[config.mk]
export PLATFORM = sky130hd
export DESIGN_NAME = i2c_bus_unlock
export DESIGN_NICKNAME = d
export VERILOG_FILES = /design/src/rtl/unlk_pkg.sv /design/src/rtl/unlk_sync.sv /design/src/rtl/unlk_phase_timer.sv /design/src/rtl/unlk_pulse_ctr.sv /design/src/rtl/i2c_bus_unlock.sv
export SDC_FILE = /design/constraint.sdc
export NUM_CORES = 1
export LEC_CHECK = 0
export ABC_AREA = 1
export BUFFER_PORTS_ARGS = -buffer_cell sky130_fd_sc_hd__buf_2
export CORE_MARGIN = 5
export CORE_UTILIZATION = 35
export DETAILED_ROUTE_END_ITERATION = 7
export PLACE_DENSITY = 0.62
export SLEW_MARGIN = 20
export SYNTH_ARGS = -nofsm -noshare
export SYNTH_HDL_FRONTEND = slang
export SYNTH_SLANG_ARGS = --single-unit
[constraint.sdc]
create_clock -name clk -period 3 [get_ports clk]
set_input_delay 0.45 -clock clk [delete_from_list [all_inputs] [get_ports clk]]
set_output_delay 0.45 -clock clk [all_outputs]
set_load 0.01 [all_outputs]
[src/rtl/unlk_pkg.sv]
package unlk_pkg;

  typedef enum logic [3:0] {
    ST_IDLE,
    ST_CHECK,
    ST_LOW,
    ST_REL,
    ST_HIGH,
    ST_STOP_A,
    ST_STOP_B,
    ST_STOP_C,
    ST_STOP_CH,
    ST_STOP_D,
    ST_DONE
  } unlk_state_e;

  // States whose length is set by the half-period timer
  function automatic logic is_timed(unlk_state_e st);
    return (st == ST_LOW) || (st == ST_HIGH) || (st == ST_STOP_A) ||
           (st == ST_STOP_B) || (st == ST_STOP_CH) || (st == ST_STOP_D);
  endfunction

endpackage

[src/rtl/unlk_sync.sv]
module unlk_sync #(
  parameter int WIDTH = 2,
  parameter int STAGES = 2
) (
  input  logic             clk,
  input  logic             rst_n,
  input  logic [WIDTH-1:0] d_i,
  output logic [WIDTH-1:0] q_o
);

  for (genvar b = 0; b < WIDTH; b++) begin : g_bit
    logic [STAGES-1:0] chain_q;
    always_ff @(posedge clk or negedge rst_n) begin
      if (!rst_n) chain_q <= '1;
      else        chain_q <= {chain_q[STAGES-2:0], d_i[b]};
    end
    assign q_o[b] = chain_q[STAGES-1];
  end

endmodule

[src/rtl/unlk_phase_timer.sv]
module unlk_phase_timer #(
  parameter int DIV_W = 16
) (
  input  logic             clk,
  input  logic             rst_n,
  input  logic             load_i,
  input  logic [DIV_W-1:0] len_i,
  output logic             zero_o
);

  logic [DIV_W-1:0] cnt_q;

  always_ff @(posedge clk or negedge rst_n) begin
    if (!rst_n)               cnt_q <= '0;
    else if (load_i)          cnt_q <= len_i - DIV_W'(1);
    else if (cnt_q != '0)     cnt_q <= cnt_q - DIV_W'(1);
  end

  assign zero_o = (cnt_q == '0);

  // an expired timer stays expired until reloaded
  a_r3_timer_no_wrap: assert property (@(posedge clk) disable iff (!rst_n)
    (!load_i && cnt_q == '0) |=> (cnt_q == '0));

endmodule

[src/rtl/unlk_pulse_ctr.sv]
module unlk_pulse_ctr #(
  parameter int MAX_PULSES = 9,
  localparam int CW = $clog2(MAX_PULSES + 1)
) (
  input  logic clk,
  input  logic rst_n,
  input  logic clr_i,
  input  logic inc_i,
  output logic last_o
);

  logic [CW-1:0] cnt_q;

  always_ff @(posedge clk or negedge rst_n) begin
    if (!rst_n)      cnt_q <= '0;
    else if (clr_i)  cnt_q <= '0;
    else if (inc_i)  cnt_q <= cnt_q + CW'(1);
  end

  assign last_o = (cnt_q == CW'(MAX_PULSES - 1));

  // the pulse count never passes the cap
  a_r5_pulse_cap: assert property (@(posedge clk) disable iff (!rst_n)
    cnt_q <= CW'(MAX_PULSES));

endmodule

[src/rtl/i2c_bus_unlock.sv]
module i2c_bus_unlock
  import unlk_pkg::*;
#(
  parameter int DIV_W      = 16,
  parameter int MIN_HALF   = 3,
  parameter int MAX_PULSES = 9
) (
  input  logic             clk,
  input  logic             rst_n,
  input  logic             start_i,
  input  logic [DIV_W-1:0] half_period_i,
  input  logic             scl_i,
  input  logic             sda_i,
  output logic             scl_oe_o,
  output logic             sda_oe_o,
  output logic             busy_o,
  output logic             done_o,
  output logic             fail_o
);

  localparam logic [DIV_W-1:0] HALF_FLOOR = DIV_W'(MIN_HALF);

  unlk_state_e      state_q, state_d;
  logic [DIV_W-1:0] hp_q;
  logic             fail_q;
  logic             scl_s, sda_s;
  logic             tmr_load, tmr_zero;
  logic             pulse_inc, pulse_last;
  logic             accept;

  unlk_sync #(.WIDTH(2), .STAGES(2)) u_sync (
    .clk  (clk),
    .rst_n(rst_n),
    .d_i  ({scl_i, sda_i}),
    .q_o  ({scl_s, sda_s})
  );

  unlk_phase_timer #(.DIV_W(DIV_W)) u_timer (
    .clk   (clk),
    .rst_n (rst_n),
    .load_i(tmr_load),
    .len_i (hp_q),
    .zero_o(tmr_zero)
  );

  unlk_pulse_ctr #(.MAX_PULSES(MAX_PULSES)) u_pulses (
    .clk   (clk),
    .rst_n (rst_n),
    .clr_i (accept),
    .inc_i (pulse_inc),
    .last_o(pulse_last)
  );

  assign accept = (state_q == ST_IDLE) && start_i;

  always_comb begin
    state_d   = state_q;
    pulse_inc = 1'b0;
    unique case (state_q)
      ST_IDLE:    if (start_i) state_d = ST_CHECK;
      ST_CHECK:   state_d = sda_s ? ST_STOP_A : ST_LOW;
      ST_LOW:     if (tmr_zero) state_d = ST_REL;
      ST_REL:     if (scl_s) state_d = ST_HIGH;
      ST_HIGH: begin
        if (tmr_zero) begin
          pulse_inc = 1'b1;
          state_d   = (sda_s || pulse_last) ? ST_STOP_A : ST_LOW;
        end
      end
      ST_STOP_A:  if (tmr_zero) state_d = ST_STOP_B;
      ST_STOP_B:  if (tmr_zero) state_d = ST_STOP_C;
      ST_STOP_C:  if (scl_s) state_d = ST_STOP_CH;
      ST_STOP_CH: if (tmr_zero) state_d = ST_STOP_D;
      ST_STOP_D:  if (tmr_zero) state_d = ST_DONE;
      ST_DONE:    state_d = ST_IDLE;
      default:    state_d = ST_IDLE;
    endcase
  end

  assign tmr_load = is_timed(state_d) && (state_d != state_q);

  always_ff @(posedge clk or negedge rst_n) begin
    if (!rst_n) begin
      state_q <= ST_IDLE;
      hp_q    <= HALF_FLOOR;
      fail_q  <= 1'b0;
    end else begin
      state_q <= state_d;
      if (accept) begin
        hp_q   <= (half_period_i < HALF_FLOOR) ? HALF_FLOOR : half_period_i;
        fail_q <= 1'b0;
      end else if (state_q == ST_HIGH && tmr_zero && !sda_s && pulse_last) begin
        fail_q <= 1'b1;
      end else if (state_q == ST_STOP_D && tmr_zero && !sda_s) begin
        fail_q <= 1'b1;
      end
    end
  end

  assign scl_oe_o = (state_q == ST_LOW) || (state_q == ST_STOP_A) || (state_q == ST_STOP_B);
  assign sda_oe_o = (state_q == ST_STOP_B) || (state_q == ST_STOP_C) || (state_q == ST_STOP_CH);
  assign busy_o   = (state_q != ST_IDLE);
  assign done_o   = (state_q == ST_DONE);
  assign fail_o   = fail_q;

  // SDA is only pulled low while SCL is already held low
  a_r6_sda_low_under_scl_low: assert property (@(posedge clk) disable iff (!rst_n)
    $rose(sda_oe_o) |-> (scl_oe_o && $past(scl_oe_o)));

  // SDA is let go only with SCL released (STOP edge)
  a_r6_stop_edge_scl_free: assert property (@(posedge clk) disable iff (!rst_n)
    $fell(sda_oe_o) |-> !scl_oe_o);

  // done is a single-cycle pulse inside busy
  a_r9_done_single: assert property (@(posedge clk) disable iff (!rst_n)
    done_o |=> !done_o);
  a_r9_done_in_busy: assert property (@(posedge clk) disable iff (!rst_n)
    done_o |-> busy_o);

  // no line is pulled while idle
  a_r1_idle_quiet: assert property (@(posedge clk) disable iff (!rst_n)
    !busy_o |-> (!scl_oe_o && !sda_oe_o));

  // a run is never cut short before done
  a_r10_busy_until_done: assert property (@(posedge clk) disable iff (!rst_n)
    (busy_o && !done_o) |=> busy_o);

endmodule

==> metrics.md, run 1 <==
| Metric | Value |
|---|---|
| Status | complete, no violations |
| DRT Pass-1 Iters | 4 |
| Synth unique cells | 35 |
| Post-detail-place hpwl | a little over 5000 um |
| Max frequency | between 300 and 400 MHz |
| Worst R2R End | u_timer.cnt_q[13]$_DFFE_PN0P_ |
| Netlist Area Pre-Place | about 2800 um^2 |
| Pin count of the biggest net entering global routing | 46 |
| Core ar. | between 7000 and 8000 um^2 |
| Fin Setup TNS | 0 ns |
| Drt wl/cell | 12.5 um |
| PD cells | around 340 nW/um^2 |
| Relative slew slack | between 60% and 70% |
| Synth area leader | dfrtp_1 |
| Reg2reg path depth | 22 |
| Crit. Startpoint | u_pulses.cnt_q[0]$_DFFE_PN0P_ |
| Total Routing Usage GR | between 10% and 20% |
| Die area | between 10000 and 15000 um^2 |
| Initial drt markers | 131 |
| Crit. End Element | flip-flop |
| Port buffer count | 25 |
| Fin. max-slew vios | 0 |
| N_diodes | 0 |
| Hold WS | ~0.13 ns |
| Area of the multi-input gates | 1510 um^2 |
| Number of CTS-inserted buffers | 5 |
| Worst Path Required | about 3.2 ns |
| Minimum clock period | around 2.8 ns |
| Worst path arrival time | 3.00 ns |
| CTS tree | yes |
| Post-synth EDFFs | 0 |
| Worst setup endpoint | u_timer.cnt_q[13]$_DFFE_PN0P_ |
| Final WL | approximately 6700 um |
| Post-route ant nets | 0 |
| Max IR drop VDD | between 150 and 200 uV |
| Fill count | ~820 |
| Critical path fanouts, max | 16 |
| Clk buf depth | 2 |
| Crit Path Category | flip-flop to flip-flop |
| Top post-synthesis cells by area | dfrtp_1 (34%), nand2_1 (15%), nor2_1 (6.6%), nand3_1 (5.6%), dfstp_2 (5.6%) |
| Nets | 455 |
| DIE WIDTH | approximately 100 um |
| Top FF cell, synth | dfrtp_1 |
| H-tree Lvls | 2 |
| IO Count | 26 |
| Vias/cell | 4.71 |
| Max cap viols | 0 |
| FF/Latch Area | around 1100 um^2 |
| Final number of setup-violating endpoints | 0 |
| Root Buffer Master | clkbuf_8 |
| GP Congestion | between 0.8 and 0.9 |
| Post-synth net total | roughly 420 |
| Lkg Pwr | 0.00168 uW |
| Final Core Density | 42.6% |
| Seq cells post-synth | 45 |
| Commonest cells post-synth | nand2_1 (110), nor2_1 (50), dfrtp_1 (39), inv_1 (39), nand3_1 (32) |
| Area Overhead vs Synth | 17.1% |
| Worst reg2reg startpoint | u_pulses.cnt_q[0]$_DFFE_PN0P_ |
| Vias in the first global route | 2412 |
| Initial antenna violation count | 0 |
| Vias | 2513 |
| Initial core utilization | 36.4% |
| Proportion of layout cells with a drive suffix above 1 | 26.6% |
| Placed instance count | between 500 and 600 |
| Share of the synthesized area in the top cell type | 34.4% |
| Post-synthesis instance total | 392 |
| Residual DRC count | 0 |
| Fin. Hold Viols | 0 |
| Synth async-reset ratio | 100% |
| Syn avg cell area | between 7 and 8 um^2 |
| Top-count cell post-synth | nand2_1 |
| First-pass GRT wire length | between 10000 and 15000 um |
| CP Launch Type | flip-flop |
| TritonCTS sink count | between 40 and 50 |
| RSZ-0062 raised after global routing | yes |
| Seq/Total Area, Yosys | approximately 40% |
| Fin crit share | 92.1% |
| Final clock skew | around 0.014 ns |
| Synth warnings | 0 |
| Clk_lat worst skew | 0.31 ns |
| Chip height | ~100 um |
| Min-delay worst type | primary input to asynchronous set/reset pin |
| Placement Rows | 32 |
| Least-Margin Pin Slew | between 0.5 and 0.6 ns |
| Clk pin slew, worst setup/hold paths | approximately 0.10 ns |
| Worst reg-to-reg setup slack | between 0.2 and 0.25 ns |
| Post-Layout Cell Count | about 530 |
| GR Overflow Total | 0 |
layout by cell type (no fill, tap or decap), drive strengths merged:
cell type	n
a21oi	17
a22oi	1
a2bb2oi	1
and3	1
buf	40
bufinv	1
clkbuf	5
clkinv	1
dfrtp	39
dfstp	6
ha	3
inv	51
nand2	130
nand3	38
nand3b	4
nand4	3
nor2	63
nor3	5
nor4	2
o21a	1
o21ai	19
o21bai	1
worst min-delay path by stage:
stage	start	end	slack, ns	depth (start not counted)
finish	rst_n	u_pulses.cnt_q[1]$_DFFE_PN0P_	0.13	1
detailed placement	u_sync.g_bit[1].chain_q[0]$_DFF_PN1_	u_sync.g_bit[1].chain_q[1]$_DFF_PN1_	0.35	0
global placement	u_sync.g_bit[1].chain_q[0]$_DFF_PN1_	u_sync.g_bit[1].chain_q[1]$_DFF_PN1_	0.35	0
global route	rst_n	hp_q[6]$_DFFE_PN0P_	0.17	1
CTS	sda_i	u_sync.g_bit[0].chain_q[0]$_DFF_PN1_	0.22	1
floorplan	rst_n	fail_o$_DFFE_PN0P_	0.15	0
routing by layer:
layer | part of all wire, % | track usage [%] | wire, um
met1 | 50 | 20.9 | 3320
met2 | 45 | 22.0 | 3000
met3 | 3.9 | 2.29 | 260
met4 | 1.2 | 3.42 | 78
met5 | 0 | 0 | 0
flip-flops by register name, indices dropped and copies added, names as in the netlist:
name,cells
hp_q,16
u_timer.cnt_q,16
state_q,4
u_pulses.cnt_q,4
u_sync.g_bit.chain_q,4
fail_o,1
area by class of cell:
type                            instances  area share, %
Clock buffer                            5           2.07
Clock inverter                          3           1.43
Inverter                               50           5.64
Multi-Input combinational cell        289           45.5
Sequential cell                        45           34.1
Tap cell                              102           3.84
Timing Repair Buffer                   40           7.45
timing repair:
item	CTS	global route
setup buffers	0	10
gates resized for setup	1	13
endpoints found under the setup margin	1	12
gates cloned	0	0
pin swaps	0	7
hold buffers	0	0
endpoints found under the hold margin	0	0
cell families (layout without fill, tap and decap cells):
family / Yosys count / after routing / share of synthesized area (%)
DFF: 45 / 45 / 39.9
buffers and inverters: 58 / 98 / 8.63
adders and majority gates: 3 / 3 / 1.32
AOI/OAI and AO/OA: 40 / 40 / 7.84
and+or+nand+nor: 246 / 246 / 42.3
metrics by stage:
step / power (uW) / instance area (um^2) / setup slack, ns
global route: 1190 / 3330 / -0.0671
finish: 1140 / 3330 / 0.238
floorplan: 628 / 2840 / 0.475
CTS: 1150 / 3190 / 0.0320
global placement: 655 / 3070 / 0.0534
detailed placement: 656 / 3070 / 0.0224
power by group:
group	switching, uW	total (uW)	internal (uW)
combinational	19.5	30.5	11.0
clock	238	492	255
sequential	1.57	613	611
total	259	1140	877
worst max-delay path, stage by stage, from the launching register on:
cell     delay [ns]
dfrtp_1        0.36
inv_1          0.08
ha_1           0.19
nand2_1        0.08
nor2_2         0.05
nor2_2         0.17
nand3_1        0.11
nand2_1        0.10
nand2_2        0.07
nand2_1        0.06
nand2_1        0.08
nor2_4         0.11
nand3_4        0.12
nand2_4        0.12
buf_8          0.17
nand2_2        0.06
nand2_2        0.09
nand3_4        0.12
nor2_4         0.19
inv_1          0.09
nor2_1         0.11
nor2_1         0.04
nor2_1         0.11
No activity file was read; power rests on OpenSTA's default activity.
==> run 2: changes to the inputs <==
Settings changed: PLACE_DENSITY 0.62 to 0.64.
Clock period 3 ns to 2.5 ns, I/O delays scaled along.
==> run 2 against run 1 <==
Against the previous run: the run now ends with setup timing left; clock power is essentially flat; count of clock-buffer cells in the layout did not move; cell count grew 13%; non-clock buffer count is 69 higher; wire length increased by 23%; via count grew 17%; utilization up 9.3 points; fmax rose by 1.4%; hold slack got worse by 0.088 ns; critical path depth shrank 3; first-iteration DRC count is 68% higher; design area is 22% higher.
==> metrics.md, run 2 (same netlist as run 1, synthesis figures left out) <==
| Metric | Value |
|---|---|
| Die area | 10000 um^2 (unchanged) |
| Vias/cell | 4.86 (+3.3%) |
| Regs by FF count | hp_q x16, u_timer.cnt_q x16 |
| Worst reg2reg startpoint | u_timer.cnt_q[13]$_DFFE_PN0P_ |
| First-pass GRT wire length | 12900 um (+13%) |
| Final WL | 8160 um (+23%) |
| Fin. Hold Viols | 0 (unchanged) |
| Clk pwr share | 38.7% (-4.7 points) |
| RSZ-0062 raised after global routing | yes |
| Worst path arrival time | 2.94 ns (-0.06 ns) |
| Vias | 2931 (+17%) |
| Max frequency | 367 MHz (+1.4%) |
| Nets | 524 (+15%) |
| Power Total | 1260 uW (+11%) |
| Minimum clock period | 2.72 ns (-0.0385 ns) |
| Max cap viols | 0 (unchanged) |
| Sw Ratio | 24.8% (+2.0 points) |
| Sw Pwr | 313 uW (+21%) |
| Crit Path Category | flip-flop to flip-flop |
| Sequential share of power | 58.2% (+4.2 points) |
| Initial antenna violation count | 0 (unchanged) |
| TritonCTS sink count | 45 (unchanged) |
| CP Launch Type | flip-flop |
| N_diodes | 0 (unchanged) |
| Most common cell after layout, fill and taps aside | nand2_1 |
| Worst Path Required | 2.72 ns (-0.52 ns) |
| Hold_buf cts | 0 (unchanged) |
| Post-detail-place hpwl | 5870 um (+17%) |
| Clk_lat worst skew | 0.31 ns (about the same) |
| Clk buf depth | 2 (unchanged) |
| Final number of setup-violating endpoints | 14 (+14) |
| Min-delay worst type | primary input to asynchronous set/reset pin |
| Initial drt markers | 220 (+68%) |
| GP Congestion | 0.905 (+3.6%) |
| Vias in the first global route | 2749 (+14%) |
| Core ar. | 7810 um^2 (unchanged) |
| Violated checks | setup timing |
| Residual DRC count | 0 (unchanged) |
| Int Power | 951 uW (+8.5%) |
| Proportion of layout cells with a drive suffix above 1 | 45.1% (+18 points) |
| GR Overflow Total | 0 (unchanged) |
| Fill count | 711 (-14%) |
| Area Overhead vs Synth | 42.7% |
| Least-Margin Pin Slew | 0.557 ns (-0.0167 ns) |
| Reg2reg path depth | 19 (-14%) |
| Fin. max-slew vios | 0 (unchanged) |
| Root Buffer Master | clkbuf_8 |
| H-tree Lvls | 2 (unchanged) |
| Total Routing Usage GR | 16.0% (+1.7 points) |
| Critical path fanouts, max | 7 (-9) |
| Post-route ant nets | 0 (unchanged) |
| Post-Layout Inst Area | 4050 um^2 (+22%) |
| CTS tree | yes |
| Gate power share | 3.1% (+0.4 points) |
| Area after DPL | 3560 um^2 (+16%) |
| PD cells | 312 nW/um^2 (-8.6%) |
| Pin count of the biggest net entering global routing | 44 (-4.3%) |
| Relative slew slack | 62.9% (+1.1 points) |
| Fin crit share | 109% (+17 points) |
| Status | finished, violations left |
| IO Count | 26 (unchanged) |
| Placement Rows | 32 (unchanged) |
| Drt wl/cell | 13.5 um (+8.5%) |
| Chip height | 100 um (unchanged) |
| Lkg Pwr | 0.00207 uW (+23%) |
| Initial core utilization | 36.4% (unchanged) |
| Clk pin slew, worst setup/hold paths | 0.11 ns (about the same) |
| DRT Pass-1 Iters | 5 (+1) |
| DIE WIDTH | 100 um (unchanged) |
| Port buffer count | 25 (unchanged) |
| Crit. End Element | flip-flop |
| Max IR drop VDD | 264 uV (+57%) |
| Worst reg-to-reg setup slack | -0.22 ns (-0.46 ns) |
| Number of CTS-inserted buffers | 5 (unchanged) |
| Final clock skew | 0.0151 ns (+0.00104 ns) |
| Setup ws final | -0.224 ns (-0.461 ns) |
| Commonest cells after routing, fill and taps aside | nand2_1 (90), buf_4 (78), nor2_1 (41) |
| Worst R2R End | u_timer.cnt_q[13]$_DFFE_PN0P_ |
run 2: critical path: stages, from the launching register on:
cell	delay, ns
dfrtp_1	0.44
nor2_1	0.13
nand2_2	0.09
nor2_4	0.21
nand2_4	0.11
buf_4	0.15
nand2_1	0.07
nand2_2	0.07
nand3_2	0.11
nand2_2	0.08
nand3_4	0.13
nand3_1	0.16
nand2_2	0.13
buf_4	0.11
buf_4	0.10
nand3_4	0.10
nor2_4	0.19
nand4_1	0.12
nand2_1	0.09
nor2_1	0.05
run 2: timing repair:
item                                    4_1_cts  5_1_grt
endpoints found under the setup margin       16       16
gates cloned                                  0        2
resized for setup                            27       45
buffers inserted                              9        6
pin swaps                                    17       30
run 2: stage by stage:
step	setup TNS, ns	util (%)	cells	setup slack, ns	hold slack, ns
finish	-2.41	51.9	603	-0.224	0.0439
floorplan	-0.0164	-	392	-0.0115	0.0794
detailed placement	-2.61	45.6	578	-0.297	0.347
global route	-4.68	51.9	603	-0.425	0.0928
CTS	-1.88	49.0	595	-0.185	0.160
global placement	-1.25	45.6	578	-0.178	0.346
run 2: layout make-up:
class                           count  area, um^2  share of cell area, %
Sequential cell                    45        1140                   28.0
Timing Repair Buffer              109         813                   20.1
Tap cell                          102         128                   3.15
Inverter                           50         190                   4.69
Clock buffer                        5        68.8                   1.70
Clock inverter                      3        25.0                  0.617
Multi-Input combinational cell    289        1690                   41.8
run 2: how the worst max path moves through the flow:
stage	startpoint	end	slack [ns]	cells after the start
final	u_timer.cnt_q[13]$_DFFE_PN0P_	u_timer.cnt_q[13]$_DFFE_PN0P_	-0.22	19
after floorplan	u_pulses.cnt_q[0]$_DFFE_PN0P_	u_timer.cnt_q[10]$_DFFE_PN0P_	-0.01	22
after global placement	u_timer.cnt_q[13]$_DFFE_PN0P_	u_timer.cnt_q[12]$_DFFE_PN0P_	-0.18	21
after global routing	u_timer.cnt_q[12]$_DFFE_PN0P_	u_timer.cnt_q[12]$_DFFE_PN0P_	-0.42	20
after detailed placement	u_pulses.cnt_q[0]$_DFFE_PN0P_	u_timer.cnt_q[12]$_DFFE_PN0P_	-0.30	24
after CTS	u_timer.cnt_q[8]$_DFFE_PN0P_	u_timer.cnt_q[12]$_DFFE_PN0P_	-0.18	20
run 2: power by group through the flow:
stage                     Clock, uW  Combinational, uW  Sequential, uW
final                           490               39.2             736
after global routing            532               46.3             736
after CTS                       501               40.4             736
after detailed placement          0               40.3             749
after global placement            0               39.9             749
after floorplan                   0               4.28             749
run 2: layer usage:
metal | part of all wire, % | global-route usage, % | up-vias
li1 | - | - | 1453
met1 | 46 | 21.8 | 1377
met2 | 48 | 27.0 | 84
met3 | 4.2 | 1.74 | 17
met4 | 1.8 | 4.25 | 0
met5 | 0 | 0 | -
